### config.mk
export PLATFORM = sky130hd
export DESIGN_NAME = irq_share_ctrl
export DESIGN_NICKNAME = d
export VERILOG_FILES = /design/src/rtl/irqc_pkg.sv /design/src/rtl/irqc_src_front.sv /design/src/rtl/irqc_regs.sv /design/src/rtl/irqc_route.sv /design/src/rtl/irq_share_ctrl.sv
export SDC_FILE = /design/constraint.sdc
export NUM_CORES = 2
export LEC_CHECK = 0
export BUFFER_PORTS_ARGS = -buffer_cell sky130_fd_sc_hd__buf_2
export CAP_MARGIN = 20
export CELL_PAD_IN_SITES_DETAIL_PLACEMENT = 0
export CELL_PAD_IN_SITES_GLOBAL_PLACEMENT = 1
export CORE_MARGIN = 3
export CORE_UTILIZATION = 30
export CTS_CLUSTER_DIAMETER = 200
export CTS_CLUSTER_SIZE = 10
export DETAILED_ROUTE_END_ITERATION = 8
export PLACE_DENSITY_LB_ADDON = 0.1
export SYNTH_ARGS = -nofsm -noshare
export SYNTH_HDL_FRONTEND = slang
export SYNTH_HIERARCHICAL = 1
export SYNTH_SLANG_ARGS = --single-unit
### constraint.sdc
create_clock -name clk -period 5.6 [get_ports clk]
set_clock_uncertainty 0.05 [all_clocks]
set_input_delay 0.56 -clock clk [delete_from_list [all_inputs] [get_ports clk]]
set_output_delay 0.56 -clock clk [all_outputs]
set_load 0.01 [all_outputs]
### src/rtl/irqc_pkg.sv
package irqc_pkg;
  // Byte offsets of the register regions
  localparam int unsigned OFF_SENSE   = 'h000;
  localparam int unsigned OFF_EDGE    = 'h040;
  localparam int unsigned OFF_BOTH    = 'h080;
  localparam int unsigned OFF_ENSET   = 'h0C0;
  localparam int unsigned OFF_ENCLR   = 'h100;
  localparam int unsigned OFF_ENSTAT  = 'h140;
  localparam int unsigned OFF_PEND    = 'h180;
  localparam int unsigned OFF_EDGECMD = 'h1C0;
  localparam int unsigned OFF_ROUTE   = 'h200;
  // Each bank spans 16 words (up to 512 sources)
  localparam int unsigned BANK_WORDS  = 16;

  // Routing word fields
  localparam int unsigned RT_PIN_BIT = 31;
  localparam int unsigned RT_NMI_BIT = 30;
  localparam int unsigned RT_YLD_BIT = 29;
  localparam int unsigned SEL_W      = 6;

  typedef struct packed {
    logic             to_pin;
    logic             to_nmi;
    logic             to_yld;
    logic [SEL_W-1:0] sel;
  } route_t;
endpackage

### src/rtl/irqc_src_front.sv
// Per-source synchronizer, edge detection, edge latch and pending logic
module irqc_src_front #(
  parameter int unsigned NUM_SRC = 64
) (
  input  logic               clk,
  input  logic               rst,
  input  logic [NUM_SRC-1:0] raw_in,
  input  logic [NUM_SRC-1:0] sense,
  input  logic [NUM_SRC-1:0] edge_mode,
  input  logic [NUM_SRC-1:0] both_edge,
  input  logic [NUM_SRC-1:0] cmd_set,
  input  logic [NUM_SRC-1:0] cmd_clr,
  output logic [NUM_SRC-1:0] latch_q,
  output logic [NUM_SRC-1:0] pend
);
  for (genvar gi = 0; gi < NUM_SRC; gi++) begin : g_src
    logic meta_q, sync_q, prev_q;
    logic lat_q;
    logic rise, fall, hit;

    always_ff @(posedge clk) begin
      if (rst) begin
        meta_q <= 1'b0;
        sync_q <= 1'b0;
        prev_q <= 1'b0;
      end else begin
        meta_q <= raw_in[gi];
        sync_q <= meta_q;
        prev_q <= sync_q;
      end
    end

    assign rise = sync_q & ~prev_q;
    assign fall = ~sync_q & prev_q;
    assign hit  = edge_mode[gi] &
                  (both_edge[gi] ? (rise | fall) : (sense[gi] ? rise : fall));

    // A hardware edge takes precedence over a clear command in the same cycle
    always_ff @(posedge clk) begin
      if (rst)                       lat_q <= 1'b0;
      else if (hit || cmd_set[gi])   lat_q <= 1'b1;
      else if (cmd_clr[gi])          lat_q <= 1'b0;
    end

    assign latch_q[gi] = lat_q;
    assign pend[gi]    = edge_mode[gi] ? lat_q : ~(sync_q ^ sense[gi]);
  end
endmodule

### src/rtl/irqc_regs.sv
// Register decode, configuration storage and registered read path
module irqc_regs
  import irqc_pkg::*;
#(
  parameter int unsigned NUM_SRC = 64,
  parameter int unsigned ADDR_W  = 12
) (
  input  logic                        clk,
  input  logic                        rst,
  input  logic                        bus_wr,
  input  logic                        bus_rd,
  input  logic [ADDR_W-1:0]           bus_addr,
  input  logic [31:0]                 bus_wdata,
  input  logic [NUM_SRC-1:0]          pend,
  output logic [NUM_SRC-1:0]          sense_q,
  output logic [NUM_SRC-1:0]          edge_q,
  output logic [NUM_SRC-1:0]          both_q,
  output logic [NUM_SRC-1:0]          en_q,
  output route_t [NUM_SRC-1:0]        routes_q,
  output logic [NUM_SRC-1:0]          cmd_set,
  output logic [NUM_SRC-1:0]          cmd_clr,
  output logic                        edge_cmd_wr,
  output logic [31:0]                 bus_rdata
);
  localparam int unsigned NUM_WORDS = (NUM_SRC + 31) / 32;
  localparam int unsigned PAD_W     = NUM_WORDS * 32;
  localparam int unsigned WIDX_W    = ADDR_W - 2;
  localparam int unsigned RT_BASE_W = OFF_ROUTE / 4;

  logic              aligned;
  logic [WIDX_W-1:0] widx;
  logic [3:0]        bank_w;
  logic [WIDX_W-1:0] rt_idx;

  assign aligned = (bus_addr[1:0] == 2'b00);
  assign widx    = bus_addr[ADDR_W-1:2];
  assign bank_w  = widx[3:0];
  assign rt_idx  = widx - WIDX_W'(RT_BASE_W);

  function automatic logic in_bank(input logic al, input logic [WIDX_W-1:0] w,
                                   input int unsigned base);
    return al && (32'(w[WIDX_W-1:4]) == base / (4 * BANK_WORDS))
              && (32'(w[3:0]) < NUM_WORDS);
  endfunction

  logic hit_sense, hit_edge, hit_both, hit_enset, hit_enclr;
  logic hit_enstat, hit_pend, hit_route;

  assign hit_sense  = in_bank(aligned, widx, OFF_SENSE);
  assign hit_edge   = in_bank(aligned, widx, OFF_EDGE);
  assign hit_both   = in_bank(aligned, widx, OFF_BOTH);
  assign hit_enset  = in_bank(aligned, widx, OFF_ENSET);
  assign hit_enclr  = in_bank(aligned, widx, OFF_ENCLR);
  assign hit_enstat = in_bank(aligned, widx, OFF_ENSTAT);
  assign hit_pend   = in_bank(aligned, widx, OFF_PEND);
  assign hit_route  = aligned && (widx >= WIDX_W'(RT_BASE_W)) && (32'(rt_idx) < NUM_SRC);

  route_t wr_route;
  assign wr_route = '{to_pin: bus_wdata[RT_PIN_BIT],
                      to_nmi: bus_wdata[RT_NMI_BIT],
                      to_yld: bus_wdata[RT_YLD_BIT],
                      sel:    bus_wdata[SEL_W-1:0]};

  // Configuration writes
  always_ff @(posedge clk) begin
    if (rst) begin
      sense_q  <= '0;
      edge_q   <= '0;
      both_q   <= '0;
      en_q     <= '0;
      routes_q <= '0;
    end else if (bus_wr) begin
      for (int unsigned n = 0; n < NUM_SRC; n++) begin
        if (32'(bank_w) == n / 32) begin
          if (hit_sense) sense_q[n] <= bus_wdata[n % 32];
          if (hit_edge)  edge_q[n]  <= bus_wdata[n % 32];
          if (hit_both)  both_q[n]  <= bus_wdata[n % 32];
          if (hit_enset && bus_wdata[n % 32]) en_q[n] <= 1'b1;
          if (hit_enclr && bus_wdata[n % 32]) en_q[n] <= 1'b0;
        end
        if (hit_route && (rt_idx == WIDX_W'(n))) routes_q[n] <= wr_route;
      end
    end
  end

  // Edge command: bit 31 chooses set or clear, bits 30:0 name the source
  logic [30:0] cmd_num;
  assign edge_cmd_wr = bus_wr && aligned && (bus_addr == ADDR_W'(OFF_EDGECMD));
  assign cmd_num     = bus_wdata[30:0];

  always_comb begin
    for (int unsigned n = 0; n < NUM_SRC; n++) begin
      cmd_set[n] = edge_cmd_wr &&  bus_wdata[31] && (cmd_num == 31'(n));
      cmd_clr[n] = edge_cmd_wr && !bus_wdata[31] && (cmd_num == 31'(n));
    end
  end

  // Read path
  logic [PAD_W-1:0] sense_pad, edge_pad, both_pad, en_pad, pend_pad;
  logic [31:0]      rd_word;

  assign sense_pad = PAD_W'(sense_q);
  assign edge_pad  = PAD_W'(edge_q);
  assign both_pad  = PAD_W'(both_q);
  assign en_pad    = PAD_W'(en_q);
  assign pend_pad  = PAD_W'(pend);

  always_comb begin
    rd_word = '0;
    for (int unsigned w = 0; w < NUM_WORDS; w++) begin
      if (32'(bank_w) == w) begin
        if (hit_sense)  rd_word = sense_pad[w*32 +: 32];
        if (hit_edge)   rd_word = edge_pad[w*32 +: 32];
        if (hit_both)   rd_word = both_pad[w*32 +: 32];
        if (hit_enstat) rd_word = en_pad[w*32 +: 32];
        if (hit_pend)   rd_word = pend_pad[w*32 +: 32];
      end
    end
    if (hit_route) begin
      for (int unsigned n = 0; n < NUM_SRC; n++) begin
        if (rt_idx == WIDX_W'(n))
          rd_word = {routes_q[n].to_pin, routes_q[n].to_nmi, routes_q[n].to_yld,
                     {(32 - 3 - SEL_W){1'b0}}, routes_q[n].sel};
      end
    end
  end

  always_ff @(posedge clk) begin
    if (rst)         bus_rdata <= '0;
    else if (bus_rd) bus_rdata <= rd_word;
  end
endmodule

### src/rtl/irqc_route.sv
// Merges pending, enabled sources onto the request outputs
module irqc_route
  import irqc_pkg::*;
#(
  parameter int unsigned NUM_SRC  = 64,
  parameter int unsigned NUM_PINS = 8
) (
  input  logic                  clk,
  input  logic                  rst,
  input  logic [NUM_SRC-1:0]    pend,
  input  logic [NUM_SRC-1:0]    en,
  input  route_t [NUM_SRC-1:0]  routes,
  output logic [NUM_PINS-1:0]   pin_q,
  output logic                  nmi_q,
  output logic                  yld_q
);
  logic [NUM_SRC-1:0] live, want_nmi, want_yld;
  assign live = pend & en;

  for (genvar gs = 0; gs < NUM_SRC; gs++) begin : g_side
    assign want_nmi[gs] = live[gs] & routes[gs].to_nmi;
    assign want_yld[gs] = live[gs] & routes[gs].to_yld;
  end

  for (genvar gp = 0; gp < NUM_PINS; gp++) begin : g_pin
    logic [NUM_SRC-1:0] want;
    logic               out_q;
    for (genvar gs = 0; gs < NUM_SRC; gs++) begin : g_s
      assign want[gs] = live[gs] & routes[gs].to_pin & (routes[gs].sel == SEL_W'(gp));
    end
    always_ff @(posedge clk) begin
      if (rst) out_q <= 1'b0;
      else     out_q <= |want;
    end
    assign pin_q[gp] = out_q;
  end

  always_ff @(posedge clk) begin
    if (rst) begin
      nmi_q <= 1'b0;
      yld_q <= 1'b0;
    end else begin
      nmi_q <= |want_nmi;
      yld_q <= |want_yld;
    end
  end
endmodule

### src/rtl/irq_share_ctrl.sv
// Top level: shared interrupt source controller
module irq_share_ctrl
  import irqc_pkg::*;
#(
  parameter int unsigned NUM_SRC  = 64,
  parameter int unsigned NUM_PINS = 8,
  parameter int unsigned ADDR_W   = 12
) (
  input  logic                clk,
  input  logic                rst,
  input  logic [NUM_SRC-1:0]  irq_in,
  input  logic                bus_wr,
  input  logic                bus_rd,
  input  logic [ADDR_W-1:0]   bus_addr,
  input  logic [31:0]         bus_wdata,
  output logic [31:0]         bus_rdata,
  output logic [NUM_PINS-1:0] pin_irq,
  output logic                nmi_irq,
  output logic                yield_irq
);
  logic [NUM_SRC-1:0] sense_q, edge_q, both_q, en_q;
  logic [NUM_SRC-1:0] cmd_set, cmd_clr, latch_q, pend;
  route_t [NUM_SRC-1:0] routes_q;
  logic               edge_cmd_wr;

  irqc_regs #(.NUM_SRC(NUM_SRC), .ADDR_W(ADDR_W)) i_regs (
    .clk        (clk),
    .rst        (rst),
    .bus_wr     (bus_wr),
    .bus_rd     (bus_rd),
    .bus_addr   (bus_addr),
    .bus_wdata  (bus_wdata),
    .pend       (pend),
    .sense_q    (sense_q),
    .edge_q     (edge_q),
    .both_q     (both_q),
    .en_q       (en_q),
    .routes_q   (routes_q),
    .cmd_set    (cmd_set),
    .cmd_clr    (cmd_clr),
    .edge_cmd_wr(edge_cmd_wr),
    .bus_rdata  (bus_rdata)
  );

  irqc_src_front #(.NUM_SRC(NUM_SRC)) i_front (
    .clk      (clk),
    .rst      (rst),
    .raw_in   (irq_in),
    .sense    (sense_q),
    .edge_mode(edge_q),
    .both_edge(both_q),
    .cmd_set  (cmd_set),
    .cmd_clr  (cmd_clr),
    .latch_q  (latch_q),
    .pend     (pend)
  );

  irqc_route #(.NUM_SRC(NUM_SRC), .NUM_PINS(NUM_PINS)) i_route (
    .clk   (clk),
    .rst   (rst),
    .pend  (pend),
    .en    (en_q),
    .routes(routes_q),
    .pin_q (pin_irq),
    .nmi_q (nmi_irq),
    .yld_q (yield_irq)
  );
endmodule

==> results.rst <==
.. list-table::
   :header-rows: 1

   * - Metric
     - Value
   * - Result of the run
     - finished, final reports clean
   * - Drt pass-1 iters
     - 8
   * - Cell-internal power
     - 12600 uW
   * - Total of warnings raised by yosys
     - 6
   * - Detail-routed via count per cell
     - 6.20
   * - Syn-to-layout area delta
     - 16.5%
   * - Setup repair after global routing missed its margin
     - false
   * - Number of H-tree levels
     - 4
   * - Site row count
     - 163
   * - Top routing layer in use
     - met5
   * - CP required
     - 6.22 ns
   * - Peak fanout along the critical path
     - 16
   * - Die Area
     - 205000 um2
   * - Worst hold path depth
     - 3
   * - Worst hold path startpoint
     - bus_wdata[27]
   * - Post-Syn Area per Cell
     - 7.39 um2
   * - CTS clk-pin slew, worst paths
     - 0.06 ns
   * - Leak Pwr
     - 0.0228 uW
   * - Largest net degree at the start of global routing
     - 138
   * - Slowest cell on crit path
     - o31ai_1
   * - Peak VDD IR
     - 0.000291 V
   * - Met3 WL
     - 41.1 mm
   * - Detail Route met2 WL
     - 181 mm
   * - Element type at the critical path end
     - flop
   * - Hold Crit Endpoint
     - i_regs/sense_q[59]$_SDFFE_PP0P_
   * - Clk Latency, worst-skew pair
     - 0.83 ns
   * - CTS tree
     - built
   * - Part of the power in combinational logic
     - 0.069
   * - Height of the die
     - 453 um
   * - Wire length of the first global-routing pass
     - 575 mm
   * - Number of global-route vias before repair
     - 62600
   * - Peak per-stage delay on the critical path
     - 0.87 ns
   * - Routed Antenna Nets
     - 0
   * - Highest Clock Rate
     - 181 MHz
   * - Path depth of the worst reg2reg path
     - 8
   * - Port Buffer Count
     - 153
   * - Most common cell type on the critical path
     - buf_4
   * - Total wire length after detailed routing
     - 435 mm
   * - Total GRT Usage
     - 0.410
   * - Average routed wire per standard cell
     - 39.4 um
   * - DRT met1 WL
     - 177 mm
   * - Clock buffer count from CTS
     - 131
   * - Initial Util
     - 0.303
   * - I/O pin cnt
     - 154
   * - PD cells
     - 247 nW/um2
   * - Remaining max-slew budget at the tightest pin
     - 0.0646
   * - Flop-to-flop setup slack
     - 1.08 ns
   * - DRC errors left
     - 0
   * - Max cap viols
     - 0
   * - Series of cell instances along the critical path
     - buf_2 -> inv_1 -> ha_1 -> buf_4 -> nor3b_2 -> nand2_1 -> buf_4 -> nor3_1 -> buf_4 -> a221oi_1 -> o21ai_0 -> o21ai_0 -> a31oi_1 -> buf_4 -> o31ai_1 -> buf_4 -> a31oi_1
   * - Final weighted congestion of routability-driven global placement
     - 1.12
   * - Power share of the sequential group
     - 0.473
   * - Kind of critical path
     - input port to flop
   * - CTS root buf
     - clkbuf_16
   * - Detailed router's first-iteration violation count
     - 9896
   * - Power Total
     - 17200 uW
   * - Deepest clock path buffer count
     - 3
   * - Count of endpoints failing hold in the final timing report
     - 0
   * - Critical Path Start
     - bus_addr[9]
   * - DP Wirelength
     - 337 mm
   * - Ratio of cells with drive above 1 in the final layout
     - 0.105
   * - Launching element type of the critical path
     - input port
   * - Switching part of the total
     - 0.266
   * - Min-delay worst type
     - input port to flop
   * - Clock share of power
     - 0.458
   * - Shortest clock period the worst path allows after layout
     - 5.52 ns
   * - Overall via count from detail_route
     - 68600
   * - Origin of the critical flop-to-flop path
     - i_regs/sense_q[22]$_SDFFE_PP0P_
   * - Cells resized by post-CTS repair
     - 0
   * - Standard cell core area
     - 198000 um2
   * - Total standard cell area after synthesis
     - 59900 um2
   * - Net count after synthesis
     - 8345
   * - Number of antenna violations at the first check in global routing
     - 37
   * - Clock Sinks
     - 1130
   * - Final number of setup-violating endpoints
     - 0
   * - Actual transition at the worst max-transition pin
     - 1.40 ns
   * - Arr. time, crit path
     - 6.15 ns
   * - Die Wd
     - 453 um
   * - # nets final
     - 8613
   * - GR Overflow Total
     - 0
   * - Final setup margin
     - 0.0751 ns
   * - Worst R2R End
     - i_route/g_pin[6].out_q$_SDFF_PP0_
   * - Mapped Cells
     - 8104
   * - Worst-case setup slack after placement
     - -0.0759 ns
   * - Tcrit/Tclk final
     - 0.987
   * - Max-slew violations
     - 0
   * - Total net switching power
     - 4590 uW
-- per-stage QoR --
step	utilization	instance area [um2]	cells	TNS (ns)	hold slack [ns]
after floorplan	-	59900	8104	0	0.364
after global placement	0.330	65400	10800	-1.19	0.366
after detailed placement	0.331	65400	10800	-0.0759	0.371
after CTS	0.352	69600	11000	0	0.0682
after global routing	0.352	69700	11000	0	0.112
final	0.353	69700	11100	0	0.119
-- registers in the layout, indices dropped and copies added, names as in the netlist --
name and cells:
i_route/g_pin.out_q 8, i_front/g_src.sync_q 64, i_regs/bus_rdata 32, i_regs/en_q 64
i_regs/sense_q 64, i_regs/edge_q 64, i_route/nmi_q 1, i_front/g_src.prev_q 64
i_front/g_src.meta_q 64, i_regs/routes_q 576, i_regs/both_q 64, i_route/yld_q 1
i_front/g_src.lat_q 64
-- how the worst max path moves through the flow --
stage          slack [ns]                                 to  depth (start not counted)
5_1_grt              0.17   i_regs/bus_rdata[2]$_SDFFE_PP0P_                         17
4_1_cts              0.76   i_regs/bus_rdata[2]$_SDFFE_PP0P_                         17
6_report             0.08   i_regs/bus_rdata[2]$_SDFFE_PP0P_                         17
3_3_place_gp        -0.72   i_regs/bus_rdata[2]$_SDFFE_PP0P_                         15
2_1_floorplan        2.13  i_regs/bus_rdata[30]$_SDFFE_PP0P_                         14
3_5_place_dp        -0.08   i_regs/bus_rdata[2]$_SDFFE_PP0P_                         17
-- final cells by class --
class                   instances  area [um2]
diodes                         26        65.1
clock buffers                 133        3330
clock inverters                13         244
fillers                     21400      128000
inverters                     253         950
multi-input cells            6247       34700
flip-flops and latches       1130       22600
well taps                    2640        3300
repair buffers                609        4510
-- layer usage --
| layer | vias up | track usage |
|---|---|---|
| met4 | 14 | 0.281 |
| li1 | 29200 | - |
| met1 | 34200 | 0.524 |
| met2 | 4125 | 0.600 |
| met5 | - | 0 |
| met3 | 1034 | 0.111 |
-- repair_timing --
action,4_1_cts,5_1_grt
hold buffers,64,0
buffers inserted,0,0
hold endpoints to repair,64,0
-- placed cells by master, fill, tap and decap left out, types with 40 or more instances in the layout --
| cell | count |
|---|---|
| a211oi_1 | 82 |
| a21oi_1 | 1081 |
| a221oi_1 | 40 |
| a22oi_1 | 87 |
| a31oi_1 | 47 |
| a32oi_1 | 46 |
| buf_2 | 143 |
| buf_4 | 387 |
| clkbuf_16 | 133 |
| dfxtp_1 | 1130 |
| dlygate4sd3_1 | 64 |
| ha_1 | 129 |
| inv_1 | 252 |
| mux2_2 | 77 |
| mux2i_1 | 93 |
| nand2_1 | 1984 |
| nand2b_1 | 46 |
| nand3_1 | 280 |
| nand4_1 | 136 |
| nor2_1 | 561 |
| nor2b_1 | 161 |
| nor3_1 | 126 |
| nor4_1 | 109 |
| o211ai_1 | 125 |
| o21ai_0 | 256 |
| o22ai_1 | 63 |
| xor2_1 | 64 |
-- power groups by stage --
stage / clock network (uW) / logic (uW) / registers (uW)
after floorplan: 0 / 534 / 8310
after global placement: 0 / 1110 / 8330
after detailed placement: 0 / 1120 / 8330
after CTS: 8080 / 1160 / 8150
after global routing: 8340 / 1210 / 8160
final: 7880 / 1190 / 8150
-- worst max-delay path: cells and delay by family --
family / cells / cell delay, ns
AOI/OAI and AO/OA: 6 / 2.28
adders and majority gates: 1 / 0.57
buffers and inverters: 7 / 1.83
and+or+nand+nor: 3 / 0.89
Note: power is estimated with default switching activity, not from simulation.
